[src/rtl/irq_pin_pkg.sv]
// Package: shared control-field type for the interrupt pin controller.
// Assumes the control field is exactly four bits, with bit 0 as the LSB.
package irq_pin_pkg;
    typedef struct packed {
        logic en;     // bit 3: drive events onto the pin
        logic pol;    // bit 2: 1 = active-high
        logic pulse;  // bit 1: 1 = pulse mode, 0 = latched
        logic alt;    // bit 0: pin follows motion level
    } irq_ctrl_t;
endpackage

[src/rtl/irq_src_capture.sv]
// Module: holds the pending flag and the two sticky source registers.
// Assumes the release strobe lasts one cycle per read. An event that
// coincides with a release is kept as the only content.
module irq_src_capture #(
    parameter int SRC_W = 4,
    parameter int DIR_W = 6
) (
    input  logic             clk,
    input  logic             rst_n,
    input  logic             evt_valid_i,
    input  logic [SRC_W-1:0] evt_src_i,
    input  logic [DIR_W-1:0] evt_dir_i,
    input  logic             rel_rd_i,
    output logic             stat_o,
    output logic [SRC_W-1:0] src_o,
    output logic [DIR_W-1:0] dir_o
);
    // Update the pending flag and the OR-accumulated source flags.
    always_ff @(posedge clk) begin
        if (!rst_n) begin
            stat_o <= 1'b0;
            src_o  <= '0;
            dir_o  <= '0;
        end else if (rel_rd_i) begin
            stat_o <= evt_valid_i;
            src_o  <= evt_valid_i ? evt_src_i : '0;
            dir_o  <= evt_valid_i ? evt_dir_i : '0;
        end else if (evt_valid_i) begin
            stat_o <= 1'b1;
            src_o  <= src_o | evt_src_i;
            dir_o  <= dir_o | evt_dir_i;
        end
    end
endmodule

[src/rtl/irq_pulse_timer.sv]
// Module: down-counter that keeps the pulse active for PULSE_CYC clocks.
// Assumes PULSE_CYC >= 1. Each event reloads the count; a release
// without an event cancels the pulse.
module irq_pulse_timer #(
    parameter int PULSE_CYC = 10
) (
    input  logic clk,
    input  logic rst_n,
    input  logic trig_i,
    input  logic cancel_i,
    output logic active_o
);
    localparam int CNT_W = $clog2(PULSE_CYC + 1);
    localparam logic [CNT_W-1:0] LOAD = CNT_W'(PULSE_CYC);

    logic [CNT_W-1:0] cnt_q;

    // Reload on trigger, clear on cancel, otherwise count down to zero.
    always_ff @(posedge clk) begin
        if (!rst_n)
            cnt_q <= '0;
        else if (trig_i)
            cnt_q <= LOAD;
        else if (cancel_i)
            cnt_q <= '0;
        else if (cnt_q != '0)
            cnt_q <= cnt_q - 1'b1;
    end

    // The pulse is active while the count is nonzero.
    always_comb active_o = (cnt_q != '0);
endmodule

[src/rtl/irq_pin_drive.sv]
// Module: picks the active source for the pin, then applies enable and
// polarity. Purely combinational; the control bits take effect at once.
module irq_pin_drive
    import irq_pin_pkg::*;
(
    input  irq_ctrl_t ctrl_i,
    input  logic      stat_i,
    input  logic      pulse_act_i,
    input  logic      motion_en_i,
    input  logic      motion_act_i,
    output logic      pin_o
);
    logic base_act;
    logic motion_path;
    logic act;

    // Choose the latched or pulsed view, then OR in the motion level.
    always_comb begin
        base_act    = ctrl_i.pulse ? pulse_act_i : stat_i;
        motion_path = ctrl_i.alt & motion_en_i & motion_act_i;
        act         = base_act | motion_path;
    end

    // Map the active state onto the pin level with enable and polarity.
    always_comb begin
        if (!ctrl_i.en)
            pin_o = ~ctrl_i.pol;
        else
            pin_o = ctrl_i.pol ? act : ~act;
    end
endmodule

[src/rtl/irq_pin_ctrl.sv]
// Module: top of the interrupt pin controller. It connects source
// capture, the pulse timer and the pin driver. Assumes a synchronous
// active-low reset and single-cycle event and release strobes.
module irq_pin_ctrl
    import irq_pin_pkg::*;
#(
    parameter int SRC_W     = 4,
    parameter int DIR_W     = 6,
    parameter int PULSE_CYC = 10
) (
    input  logic             clk,
    input  logic             rst_n,
    input  logic [3:0]       ctrl_i,
    input  logic             evt_valid_i,
    input  logic [SRC_W-1:0] evt_src_i,
    input  logic [DIR_W-1:0] evt_dir_i,
    input  logic             motion_en_i,
    input  logic             motion_act_i,
    input  logic             rel_rd_i,
    output logic             int_pin_o,
    output logic             int_stat_o,
    output logic [SRC_W-1:0] src_eng_o,
    output logic [DIR_W-1:0] src_dir_o
);
    irq_ctrl_t ctrl;
    logic      pulse_act;

    // Reinterpret the raw field as the packed control struct.
    always_comb ctrl = irq_ctrl_t'(ctrl_i);

    irq_src_capture #(.SRC_W(SRC_W), .DIR_W(DIR_W)) u_cap (
        .clk         (clk),
        .rst_n       (rst_n),
        .evt_valid_i (evt_valid_i),
        .evt_src_i   (evt_src_i),
        .evt_dir_i   (evt_dir_i),
        .rel_rd_i    (rel_rd_i),
        .stat_o      (int_stat_o),
        .src_o       (src_eng_o),
        .dir_o       (src_dir_o)
    );

    irq_pulse_timer #(.PULSE_CYC(PULSE_CYC)) u_pulse (
        .clk      (clk),
        .rst_n    (rst_n),
        .trig_i   (evt_valid_i),
        .cancel_i (rel_rd_i),
        .active_o (pulse_act)
    );

    irq_pin_drive u_drv (
        .ctrl_i       (ctrl),
        .stat_i       (int_stat_o),
        .pulse_act_i  (pulse_act),
        .motion_en_i  (motion_en_i),
        .motion_act_i (motion_act_i),
        .pin_o        (int_pin_o)
    );
endmodule

[config.mk]
export PLATFORM = sky130hd
export DESIGN_NAME = irq_pin_ctrl
export DESIGN_NICKNAME = d
export VERILOG_FILES = /design/src/rtl/irq_pin_pkg.sv /design/src/rtl/irq_src_capture.sv /design/src/rtl/irq_pulse_timer.sv /design/src/rtl/irq_pin_drive.sv /design/src/rtl/irq_pin_ctrl.sv
export SDC_FILE = /design/constraint.sdc
export NUM_CORES = 1
export LEC_CHECK = 0
export ABC_AREA = 1
export BUFFER_PORTS_ARGS = -buffer_cell sky130_fd_sc_hd__buf_2
export CAP_MARGIN = 20
export CORE_MARGIN = 2
export CORE_UTILIZATION = 35
export CTS_CLUSTER_SIZE = 8
export DETAILED_ROUTE_END_ITERATION = 12
export PLACE_DENSITY = 0.6
export SYNTH_ARGS = -nofsm -noshare
export SYNTH_HDL_FRONTEND = slang
export SYNTH_HIERARCHICAL = 1
export SYNTH_SLANG_ARGS = --single-unit
[constraint.sdc]
create_clock -name clk -period 1.9 [get_ports clk]
set_input_delay 0.475 -clock clk [delete_from_list [all_inputs] [get_ports clk]]
set_output_delay 0.475 -clock clk [all_outputs]
set_load 0.05 [all_outputs]
==> qor.yml, run 1 <==
status: "completed"
antenna_found_initial: 0
syn_to_final_growth_pct: 30.9
yosysTopAreaCellShare: 0.444
leakage_nw: 0.452
drive_gt1_frac: 0.479
wl_per_cell_um: 9.55
drt-total-wl_um: 1400
crit_family: "simple AND/OR/NAND/NOR gates"
vias_per_cell: 4.24
relSlewSlack: 0.664
initial_core_util: 0.384
dieArea_mm2: 0.00230
pwr-share-clk: 0.259
synth_largest_area_cell: "dfxtp_1"
crit_type: "flip-flop to output port"
dpl.hpwl_um: 1050
finalNonFillerCells: 146
cpMostUsedCell: "nand2_1"
share_comb_of_total_power: 0.240
synth_cell_types: 13
gp_congestion: 0.754
nNetsFinal: 142
grt_pass1_wl_um: 2240
worstPathRequired_ps: 1420
p_int_mw: 0.468
synth-async-reset-ratio: 0
hold_path_class: "primary input to flip-flop"
ios: 32
cts_tree: "yes"
synthFlopType: "dfxtp_1"
drtAntennaViolNets: 0
coreArea_mm2: 0.00176
maxCapViolations: 0
cts.sinks: 15
fin_crit_sh: 0.992
fp.dieW_um: 48.0
hold_buffers: 0
drt_iter0_drc: 7
diodes: 0
rsz0062_at_grt: "yes"
ys_ff_latch: 15
vdd_drop_max_mv: 0.426
setup_viol: 0
dp.cells: 140
synth_area_um2: 677
seq_power_share: 0.501
die_h_um: 48.0
crit_slowest_cell: "dfxtp_1"
clock_skew_ps: 1.53
crit_path_end_kind: "output port"
grt_overflow_total: 0
synth.avg_cell_area_um2: 7.78
fin_crit_ps: 1890
worst_slew_pin_slew_ps: 503
ys_seq_area_frac: 0.444
cpPeakStageDelay_ps: 330
post-synth-top-count-cell: "nand2_1"
remaining_drc_errors: 0
syn_nets: 107
synth-edff-count: 0
netlist_instances: 87
grt_start_max_net_pins: 13
p_sw_mw: 0.213
powerDensity_mw_per_mm2: 769
yosysWarnings: 6
p_sw_frac: 0.313
grt_pass1_vias: 580
clockBufferDepth: 2
worstSetupStartpointType: "flip-flop"
path_cells: "inv_2, nand2_1, nor2_2, inv_1, nand2_1, nand3_2, nand2_1, nand2_1, nand2_1, inv_2, buf_8"
insertion_delay_ps: 270
grt_usage: 0.140
root_buffer: "clkbuf_4"
h-tree-depth: 1
port_buffers: 31
fmax_ghz: 0.530
hold_violations: 0
cp.arrival_ps: 1410
std_cell_rows: 15
clk_pin_slew_ps: 90
routed-via-count: 619
hold_ws_ps: 442
critPathMaxFanout: 3
synthTopCellsByCount: "nand2_1, dfxtp_1, a21oi_2, inv_1"
slew_viol_final: 0
first_pass_iters: 2
fill_cells: 197
synthTopCellsByArea: "dfxtp_1, nand2_1, a21oi_2"
worst-path-buf-inv: 4
numCtsBuffers: 3
[path summary, 6_finish.rpt]
kind                                                    start                            end  slack, ps  cells after the start
worst min-delay path                             evt_src_i[1]    u_cap/src_o[1]$_SDFFE_PN0P_        440                      3
worst max register to register  u_pulse/cnt_q[0]$_SDFFE_PP0P_  u_pulse/cnt_q[1]$_SDFFE_PN0P_        900                      7
worst max-delay path            u_pulse/cnt_q[2]$_SDFFE_PP0P_                      int_pin_o         10                     11
worst min register to register  u_pulse/cnt_q[0]$_SDFFE_PP0P_  u_pulse/cnt_q[0]$_SDFFE_PP0P_        460                      1
[worst reg2reg max path, stage by stage (launching register included)]
cell	delay, ps
dfxtp_2	350
nor2_4	110
buf_4	110
buf_4	100
nand2_1	60
nand2_1	60
nand2_1	60
a21oi_2	100
[cell type report]
class | count | area, um^2 | share of cell area
flip-flops and latches | 15 | 303 | 0.342
repair buffers | 33 | 180 | 0.203
clock buffers | 4 | 26.3 | 0.0297
inverters | 13 | 48.8 | 0.0551
multi-input cells | 56 | 297 | 0.335
well taps | 25 | 31.3 | 0.0353
[stage by stage]
stage               setup WS [ps]  power (mW)  cell area, um^2  setup TNS (ps)   util
floorplan                     170       0.461              677               0      -
global route                -85.9       0.718              886           -85.9  0.502
global placement              218       0.498              830               0  0.470
CTS                          1.71       0.687              875               0  0.496
detailed placement            173       0.501              830               0  0.470
finish                       14.4       0.681              886               0  0.502
[power groups by stage]
stage	clock [mW]	combinational [mW]	sequential, mW
3_5_place_dp	0	0.153	0.348
6_report	0.176	0.164	0.341
2_1_floorplan	0	0.0685	0.393
4_1_cts	0.185	0.160	0.341
5_1_grt	0.197	0.178	0.344
3_3_place_gp	0	0.150	0.348
[per-layer routing]
| metal | GRT usage | vias up | wire, um |
|---|---|---|---|
| li1 | - | 334 | - |
| met1 | 0.171 | 269 | 618 |
| met2 | 0.229 | 14 | 701 |
| met3 | 0.0226 | 2 | 63 |
| met4 | 0.0811 | 0 | 12 |
| met5 | 0 | - | 0 |
[cell usage in the layout (no fill, tap or decap)]
cell type / instances
a21oi_1: 4
buf_2: 30
nand3_1: 4
clkbuf_1: 1
buf_4: 2
inv_1: 8
nand2_1: 32
nor2_4: 1
dfxtp_2: 2
nor2_2: 1
a21oi_2: 10
inv_2: 5
nor3_1: 1
dfxtp_1: 13
nand3_2: 2
clkbuf_4: 3
buf_8: 1
nand2_2: 1
[sequential cells by signal, summed over array words and instances (netlist names)]
signal	count
u_cap/stat_o	1
u_cap/dir_o	6
u_cap/src_o	4
u_pulse/cnt_q	4
[cells by family (layout without fill, tap and decap cells)]
kind of cell           Yosys count  count (layout)  share of synthesized area
DFF                             15              15                      0.444
AOI/OAI and AO/OA               14              14                      0.159
buffers and inverters           16              50                      0.122
and+or+nand+nor                 42              42                      0.275
[timing repair]
action                                  in CTS  in global routing
endpoints found under the setup margin       1                  1
resized for setup                            5                  3
buffers inserted                             1                  1
pin swaps                                    2                  5
(Power assumes the default switching activity.)
==> inputs of run 2 (changes only) <==
- CORE_ASPECT_RATIO: default -> 0.8
==> qor.yml, run 2 (synthesis results as in run 1) <==
drt_iter0_drc: 15
rsz0062_at_grt: "yes"
p_sw_frac: 0.337
largest_reg_flops: 6
status: "finished with violations"
hold_violations: 0
antenna_found_initial: 0
die_h_um: 43.3
clock_skew_ps: 0.595
routed-via-count: 644
syn_to_final_growth_pct: 30.9
port_buffers: 31
hold_start: "evt_dir_i[1]"
remaining_drc_errors: 0
top_regs: "u_cap/dir_o (6), u_cap/src_o (4), u_pulse/cnt_q (4)"
multi_input_area_um2: 304
insertion_delay_ps: 290
p_sw_mw: 0.236
diodes: 0
fill_cells: 200
pwr-share-clk: 0.278
first_pass_iters: 4
dr_wl_met2_um: 726
route.met3.wl_um: 148
grt_usage: 0.144
total_power_mw: 0.701
grt_pass1_vias: 554
slew_viol_final: 0
nNetsFinal: 141
initial_core_util: 0.365
h-tree-depth: 1
vias_per_cell: 4.47
root_buffer: "clkbuf_4"
clockBufferDepth: 2
drtAntennaViolNets: 0
crit_type: "flip-flop to output port"
utilization: 0.477
vdd_drop_max_mv: 0.589
critPathMaxFanout: 2
p_int_mw: 0.465
grt_pass1_wl_um: 2370
grt_overflow_total: 0
worst_slew_pin_slew_ps: 515
violations: "setup timing"
crit_path_end_kind: "output port"
fin_crit_sh: 1.01
final_cell_mix: "nand2_1, buf_2, dfxtp_1, a21oi_2, inv_1"
top_register: "u_cap/dir_o"
drive_gt1_frac: 0.500
worstPathRequired_ps: 1420
setup_viol: 1
maxCapViolations: 0
mostFrequentLayoutCell: "nand2_1"
drt-total-wl_um: 1540
dpl.hpwl_um: 1060
wl_per_cell_um: 10.7
leakage_nw: 0.446
highest_layer: "met4"
cts_tree: "yes"
r2r_start: "u_pulse/cnt_q[1]$_SDFFE_PN0P_"
numCtsBuffers: 3
setup_ws_ps: -15.9
coreArea_mm2: 0.00186
std_cell_rows: 14
worstSetupStartpointType: "flip-flop"
dieArea_mm2: 0.00230
share_comb_of_total_power: 0.234
met1Wirelength_um: 649
powerDensity_mw_per_mm2: 792
critPathLaunch: "u_pulse/cnt_q[1]$_SDFFE_PN0P_"
cts.sinks: 15
hold_ws_ps: 424
cp.arrival_ps: 1440
relSlewSlack: 0.656
seq_area_um2: 304
hold_path_class: "primary input to flip-flop"
gp_congestion: 0.766
r2r_setup_slack_ps: 960
fp.dieW_um: 53.2
fmax_ghz: 0.522
hold_buffers: 0
seq_power_share: 0.488
clk_pin_slew_ps: 100
fin_crit_ps: 1920
grt_start_max_net_pins: 13
ios: 32
-- run 2: what timing repair did --
item                       4_1_cts  5_1_grt
resized for setup                8        2
setup buffers                    1        0
pin swaps                        1        1
setup endpoints to repair        1        1
-- run 2: worst max-delay path, stage by stage (launching register included) --
cell     delay [ps]
dfxtp_2         350
nor2_4          110
inv_2            60
nor2_4           90
inv_1            40
nand2_1          60
nand3_2          80
nand2_1          70
nand2_1          50
nand2_1          60
inv_2            40
buf_6           140
-- run 2: cell type report --
cell class / count / share of cell area
flip-flops and latches: 15 / 0.343
multi-input cells: 56 / 0.343
repair buffers: 32 / 0.191
inverters: 13 / 0.0551
well taps: 24 / 0.0339
clock buffers: 3 / 0.0254
clock inverters: 1 / 0.00847
-- run 2: per-layer routing --
layer	vias to the layer above	track usage
met5	-	0
met4	0	0.0462
met3	2	0.0759
met2	29	0.208
met1	279	0.186
li1	334	-
-- run 2: path summary, 6_finish.rpt --
kind | depth (start not counted) | endpoint
worst max-delay path | 11 | int_pin_o
worst min-delay path | 3 | u_cap/dir_o[1]$_SDFFE_PN0P_
worst min register to register | 1 | u_pulse/cnt_q[0]$_SDFFE_PP0P_
worst max register to register | 6 | u_pulse/cnt_q[1]$_SDFFE_PN0P_
-- run 2: stage by stage --
| stage | setup slack [ps] | area, um^2 | cells | TNS [ps] |
|---|---|---|---|---|
| 5_1_grt | -123 | 886 | 144 | -123 |
| 3_5_place_dp | 179 | 828 | 139 | 0 |
| 3_3_place_gp | 228 | 828 | 139 | 0 |
| 2_1_floorplan | 170 | 677 | 87 | 0 |
| 4_1_cts | -2.83 | 881 | 144 | -2.83 |
| 6_report | -15.9 | 886 | 144 | -15.9 |
-- run 2: power by group through the flow --
stage          clock network, mW  logic, mW  registers (mW)
3_5_place_dp                   0      0.153           0.348
6_report                   0.195      0.164           0.342
3_3_place_gp                   0      0.149           0.348
5_1_grt                    0.214      0.176           0.344
4_1_cts                    0.201      0.161           0.342
2_1_floorplan                  0     0.0685           0.393
